### config.mk
export PLATFORM = sky130hd
export DESIGN_NAME = irp_port
export DESIGN_NICKNAME = d
export VERILOG_FILES = /design/src/rtl/irp_pkg.sv /design/src/rtl/irp_fsm.sv /design/src/rtl/irp_ptr.sv /design/src/rtl/irp_mic.sv /design/src/rtl/irp_rdmux.sv /design/src/rtl/irp_port.sv
export SDC_FILE = /design/constraint.sdc
export NUM_CORES = 1
export LEC_CHECK = 0
export BUFFER_PORTS_ARGS = -buffer_cell sky130_fd_sc_hd__buf_2
export CAP_MARGIN = 20
export CORE_MARGIN = 10
export CORE_UTILIZATION = 50
export DETAILED_ROUTE_END_ITERATION = 8
export GPL_TIMING_DRIVEN = 0
export PLACE_DENSITY_LB_ADDON = 0.05
export SYNTH_ARGS = -nofsm -noshare
export SYNTH_HDL_FRONTEND = slang
export SYNTH_SLANG_ARGS = --single-unit
### constraint.sdc
create_clock -name clk_i -period 2 [get_ports clk_i]
set_input_delay 0.4 -clock clk_i [delete_from_list [all_inputs] [get_ports clk_i]]
set_output_delay 0.4 -clock clk_i [all_outputs]
set_load 0.02 [all_outputs]
### src/rtl/irp_pkg.sv
package irp_pkg;
  typedef enum logic [1:0] {
    ST_RESET = 2'd0,
    ST_PTR   = 2'd1,
    ST_DATA  = 2'd2
  } irp_state_e;

  typedef enum logic [2:0] {
    OP_NONE    = 3'd0,
    OP_PTR_WR  = 3'd1,
    OP_PTR_RD  = 3'd2,
    OP_DATA_WR = 3'd3,
    OP_DATA_RD = 3'd4,
    OP_RST_WR  = 3'd5,
    OP_RST_RD  = 3'd6
  } irp_op_e;

  localparam logic [7:0] PTR_FLAG = 8'h80;
  localparam logic [7:0] MIC_IN_RESET = 8'h01;
endpackage

### src/rtl/irp_fsm.sv
module irp_fsm
  import irp_pkg::*;
(
  input  logic       clk_i,
  input  logic       rst_ni,
  input  logic       rd_i,
  input  logic       wr_i,
  input  logic       wbit0_i,
  input  logic       ptr_zero_i,
  output irp_op_e    op_o,
  output irp_state_e state_o
);
  irp_state_e state_q, state_d;

  // read wins over write in the same cycle
  always_comb begin
    op_o = OP_NONE;
    if (rd_i) begin
      unique case (state_q)
        ST_RESET: op_o = OP_RST_RD;
        ST_PTR:   op_o = OP_PTR_RD;
        ST_DATA:  op_o = OP_DATA_RD;
        default:  op_o = OP_PTR_RD;
      endcase
    end else if (wr_i) begin
      unique case (state_q)
        ST_RESET: op_o = OP_RST_WR;
        ST_PTR:   op_o = OP_PTR_WR;
        ST_DATA:  op_o = OP_DATA_WR;
        default:  op_o = OP_NONE;
      endcase
    end
  end

  always_comb begin
    state_d = state_q;
    unique case (op_o)
      OP_RST_WR:  state_d = wbit0_i ? ST_RESET : ST_PTR;
      OP_PTR_WR:  state_d = ST_DATA;
      OP_PTR_RD:  state_d = ST_PTR;
      OP_DATA_RD: state_d = ST_PTR;
      OP_DATA_WR: state_d = (ptr_zero_i && wbit0_i) ? ST_RESET : ST_PTR;
      default:    state_d = state_q;
    endcase
  end

  always_ff @(posedge clk_i or negedge rst_ni) begin
    if (!rst_ni) state_q <= ST_RESET;
    else         state_q <= state_d;
  end

  assign state_o = state_q;
endmodule

### src/rtl/irp_ptr.sv
module irp_ptr
  import irp_pkg::*;
#(
  parameter int DATA_W = 8,
  parameter int ADDR_W = 6
) (
  input  logic              clk_i,
  input  logic              rst_ni,
  input  irp_op_e           op_i,
  input  logic [DATA_W-1:0] wdata_i,
  output logic [ADDR_W-1:0] ptr_o
);
  logic [ADDR_W-1:0] ptr_q;

  // upper bits of the pointer byte are dropped
  always_ff @(posedge clk_i or negedge rst_ni) begin
    if (!rst_ni)               ptr_q <= '0;
    else if (op_i == OP_PTR_WR) ptr_q <= wdata_i[ADDR_W-1:0];
  end

  assign ptr_o = ptr_q;
endmodule

### src/rtl/irp_mic.sv
module irp_mic
  import irp_pkg::*;
#(
  parameter int DATA_W = 8
) (
  input  logic              clk_i,
  input  logic              rst_ni,
  input  irp_op_e           op_i,
  input  logic              ptr_zero_i,
  input  logic [DATA_W-1:0] wdata_i,
  output logic [DATA_W-1:0] mic_o
);
  localparam logic [DATA_W-1:0] IN_RESET = DATA_W'(MIC_IN_RESET);
  logic [DATA_W-1:0] mic_q;

  always_ff @(posedge clk_i or negedge rst_ni) begin
    if (!rst_ni) begin
      mic_q <= IN_RESET;
    end else begin
      if (op_i == OP_DATA_WR && ptr_zero_i) begin
        mic_q <= wdata_i[0] ? IN_RESET : wdata_i;
      end else if (op_i == OP_RST_WR && !wdata_i[0]) begin
        mic_q <= '0;
      end
    end
  end

  assign mic_o = mic_q;
endmodule

### src/rtl/irp_rdmux.sv
module irp_rdmux
  import irp_pkg::*;
#(
  parameter int DATA_W = 8
) (
  input  logic              clk_i,
  input  logic              rst_ni,
  input  irp_op_e           op_i,
  input  logic              ptr_zero_i,
  input  logic              ptr_impl_i,
  input  logic [DATA_W-1:0] mic_i,
  input  logic [DATA_W-1:0] reg_rdata_i,
  output logic [DATA_W-1:0] rdata_o
);
  logic [DATA_W-1:0] rdata_q, sel;
  logic              take;

  always_comb begin
    take = 1'b1;
    sel  = '0;
    unique case (op_i)
      OP_PTR_RD:  sel = DATA_W'(PTR_FLAG);
      OP_RST_RD:  sel = mic_i;
      OP_DATA_RD: sel = ptr_zero_i ? mic_i : (ptr_impl_i ? reg_rdata_i : '0);
      default:    take = 1'b0;
    endcase
  end

  always_ff @(posedge clk_i or negedge rst_ni) begin
    if (!rst_ni)   rdata_q <= '0;
    else if (take) rdata_q <= sel;
  end

  assign rdata_o = rdata_q;
endmodule

### src/rtl/irp_port.sv
module irp_port
  import irp_pkg::*;
#(
  parameter int DATA_W   = 8,
  parameter int ADDR_W   = 6,
  parameter int NUM_REGS = 48
) (
  input  logic              clk_i,
  input  logic              rst_ni,
  input  logic              host_rd_i,
  input  logic              host_wr_i,
  input  logic [DATA_W-1:0] host_wdata_i,
  output logic [DATA_W-1:0] host_rdata_o,
  output logic              reg_we_o,
  output logic              reg_re_o,
  output logic [ADDR_W-1:0] reg_addr_o,
  output logic [DATA_W-1:0] reg_wdata_o,
  input  logic [DATA_W-1:0] reg_rdata_i,
  output logic              dev_reset_o
);
  localparam logic [ADDR_W:0] IMPL_LIMIT = (ADDR_W+1)'(NUM_REGS);

  irp_op_e           op;
  irp_state_e        state;
  logic [ADDR_W-1:0] ptr;
  logic [DATA_W-1:0] mic;
  logic              ptr_zero, ptr_impl;

  assign ptr_zero = (ptr == '0);
  assign ptr_impl = !ptr_zero && ({1'b0, ptr} < IMPL_LIMIT);

  irp_fsm u_fsm (
    .clk_i      (clk_i),
    .rst_ni     (rst_ni),
    .rd_i       (host_rd_i),
    .wr_i       (host_wr_i),
    .wbit0_i    (host_wdata_i[0]),
    .ptr_zero_i (ptr_zero),
    .op_o       (op),
    .state_o    (state)
  );

  irp_ptr #(.DATA_W(DATA_W), .ADDR_W(ADDR_W)) u_ptr (
    .clk_i   (clk_i),
    .rst_ni  (rst_ni),
    .op_i    (op),
    .wdata_i (host_wdata_i),
    .ptr_o   (ptr)
  );

  irp_mic #(.DATA_W(DATA_W)) u_mic (
    .clk_i      (clk_i),
    .rst_ni     (rst_ni),
    .op_i       (op),
    .ptr_zero_i (ptr_zero),
    .wdata_i    (host_wdata_i),
    .mic_o      (mic)
  );

  irp_rdmux #(.DATA_W(DATA_W)) u_rdmux (
    .clk_i       (clk_i),
    .rst_ni      (rst_ni),
    .op_i        (op),
    .ptr_zero_i  (ptr_zero),
    .ptr_impl_i  (ptr_impl),
    .mic_i       (mic),
    .reg_rdata_i (reg_rdata_i),
    .rdata_o     (host_rdata_o)
  );

  assign reg_we_o    = (op == OP_DATA_WR) && ptr_impl;
  assign reg_re_o    = (op == OP_DATA_RD) && ptr_impl;
  assign reg_addr_o  = ptr;
  assign reg_wdata_o = host_wdata_i;
  assign dev_reset_o = (state == ST_RESET);
endmodule

==> flow_metrics.tcl <==
set metrics [dict create \
    post-route-worst-setup-slack_ns 0.0719 \
    p_sw_mw 1.05 \
    power_density_mw_per_mm2 1350 \
    num_rows 19 \
    yosysSeqAreaShare_pct 41.9 \
    maxCapViolations 0 \
    power_mw 2.48 \
    netlist_instances 143 \
    vias_per_cell 5.79 \
    ys_seq_elements 24 \
    critical_path_class "flip-flop to primary output" \
    vdd_ir_drop_max_mv 0.853 \
    fin_skew_ns 0.00541 \
    clkLatencyLatePin_ns 0.31 \
    ioPinCount 45 \
    cts_buffers 3 \
    cp.arrival_ns 1.53 \
    dr.pass1.iters 5 \
    dp_hpwl_um 2850 \
    instances_no_fill 233 \
    via_count 1350 \
    antenna_found_initial 0 \
    route.detailed.drc 0 \
    ys_warn_count 0 \
    syn_area_mm2 0.00144 \
    place_congestion 0.789 \
    die_x_um 73.6 \
    dp_cells 218 \
    p_leak_nw 0.950 \
    sequentialPowerShare_pct 36.8 \
    synth_cell_types 33 \
    ys.flop_type "dfrtp_1" \
    areaGrowthSynthToFinish_pct 28.0 \
    cts.sink_count 24 \
    synth-edff-count 0 \
    cts_tree "yes" \
    slew-limit-headroom_pct 63.5 \
    grt_pass1_wl_um 6270 \
    routedWlPerCell_um 17.0 \
    crit_path_start_kind "flip-flop" \
    crit_path_max_fanout 10 \
    clock_path_buffers 2 \
    layout_commonest_cell "buf_2" \
    grt_pass1_vias 1361 \
    track_usage_pct 14.3 \
    status "complete, no violations" \
    drive_gt1_share_pct 43.6 \
    final_cell_mix "buf_2, dfrtp_1, buf_4, a21oi_1, nand2_1" \
    hp-class "input pin to asynchronous set/reset pin" \
    clock.fmax_mhz 519 \
    gr-total-overflow 0 \
    power_frac_comb_pct 52.7 \
    pre_cts_slack_ns 0.0777 \
    min_period_ns 1.93 \
    placed_cell_area_mm2 0.00170 \
    htreeDepth 1 \
    antenna_cells 0 \
    drt_iter0_markers 70 \
    syn_area_per_cell_um2 10.0 \
    ant_nets 0 \
    worst_slew_pin_slew_ns 0.547 \
    root_buffer "clkbuf_4" \
    critPathRequiredTime_ns 1.60 \
    power.share.switching_pct 42.4 \
    wirelength_um 3960 \
    end_kind "primary output" \
    initial_core_util_pct 52.1 \
    hold_violations 0 \
    clkTransAtPathRegs_ns 0.14 \
    syn_nets 163 \
    fin_area_mm2 0.00184 \
    die_h_um 73.6 \
    fin_crit_sh_pct 96.4 \
    clock_power_share_pct 10.5 \
    io_buffer_count 44 \
    grt_max_degree 25 \
    setup_violations 0 \
    intPower_mw 1.43 \
    nets 223 \
    finalMaxSlewViolations 0 \
    die_area_mm2 0.00542 \
    synth-async-reset-ratio_pct 100 \
    design.core.area_mm2 0.00276 \
]
## metal layers
layer  global-route usage (%)  up-vias  share of wire, %
li1                         -      633                 -
met4                     3.93        0               1.4
met1                     17.7      655                42
met3                     2.69       12               6.1
met5                        0        -                 0
met2                     24.4       50                50
## critical path: stages (launching register included)
cell	delay [ns]
dfrtp_1	0.40
buf_6	0.13
nor3b_4	0.20
buf_6	0.16
nand2_1	0.05
nor2_1	0.12
buf_4	0.16
## repair_timing
item	4_1_cts	5_1_grt
gates resized for setup	7	5
pin swaps	3	1
setup buffers	6	6
hold buffers	0	0
setup endpoints to repair	2	2
## path summary, 6_finish.rpt
check	cells past startpoint	end	start	slack, ns
min in group clk_i	2	u_ptr.ptr_o[4]$_DFFE_PN0N_	host_wdata_i[4]	0.33
setup / recovery	6	reg_we_o	u_fsm.state_o[0]$_DFFE_PN0P_	0.07
max in group asynchronous	1	u_mic.mic_o[0]$_DFFE_PN1P_	rst_ni	1.58
setup reg to reg	8	u_rdmux.rdata_o[6]$_DFFE_PN0P_	u_fsm.state_o[0]$_DFFE_PN0P_	0.46
hold / removal	1	u_mic.mic_o[4]$_DFFE_PN0P_	rst_ni	0.05
hold reg to reg	2	u_mic.mic_o[0]$_DFFE_PN1P_	u_mic.mic_o[0]$_DFFE_PN1P_	0.60
## state kept, by name, indices dropped and copies added (netlist names)
| name | flops |
|---|---|
| u_fsm.state_o | 2 |
| u_mic.mic_o | 8 |
| u_ptr.ptr_o | 6 |
| u_rdmux.rdata_o | 8 |
## power by group through the flow
stage          Sequential, mW  Combinational (mW)  Clock [mW]
2_1_floorplan            1.04               0.674           0
3_3_place_gp            0.905                1.14           0
3_5_place_dp            0.915                1.18           0
4_1_cts                 0.911                1.23       0.269
5_1_grt                 0.943                1.42       0.281
6_report                0.911                1.30       0.260
## logic make-up (layout without fill, tap and decap cells)
kind of cell	Yosys count	count (layout)	share of synthesized area (%)
AOI/OAI and AO/OA	43	43	20.3
buffers and inverters	17	76	8.62
and+or+nand+nor	44	44	18.2
DFF	24	24	41.9
muxes	15	15	11.0
## through the flow
step	setup TNS [ns]	hold WS, ns	utilization, %
4_1_cts	0	0.0675	64.5
3_5_place_dp	0	0.428	61.5
6_report	0	0.0515	66.7
5_1_grt	-0.00104	0.0787	66.7
3_3_place_gp	0	0.424	61.5
2_1_floorplan	0	0.104	-
## Yosys cell counts (2+ instances only)
master | n | area share (%)
mux2_2 | 6 | 4.7
nor3_1 | 2 | 0.70
and3_1 | 6 | 2.6
buf_2 | 5 | 1.7
a31oi_1 | 8 | 3.5
buf_4 | 8 | 4.2
mux2i_1 | 9 | 6.3
a211o_1 | 8 | 4.9
nor2b_1 | 8 | 3.5
a21boi_0 | 8 | 4.2
nor2_1 | 5 | 1.3
nand2b_1 | 2 | 0.87
nand2_1 | 12 | 3.1
a21oi_1 | 14 | 4.9
dfrtp_1 | 23 | 40
o22ai_1 | 2 | 0.87
## final cells by class
type / instances / area [um2]
fillers: 237 / 920
multi-input cells: 102 / 723
flip-flops and latches: 24 / 602
repair buffers: 56 / 315
plain buffers: 15 / 119
well taps: 31 / 38.8
clock buffers: 4 / 36.3
inverters: 1 / 3.75
Note: power is estimated with default switching activity, not from simulation.
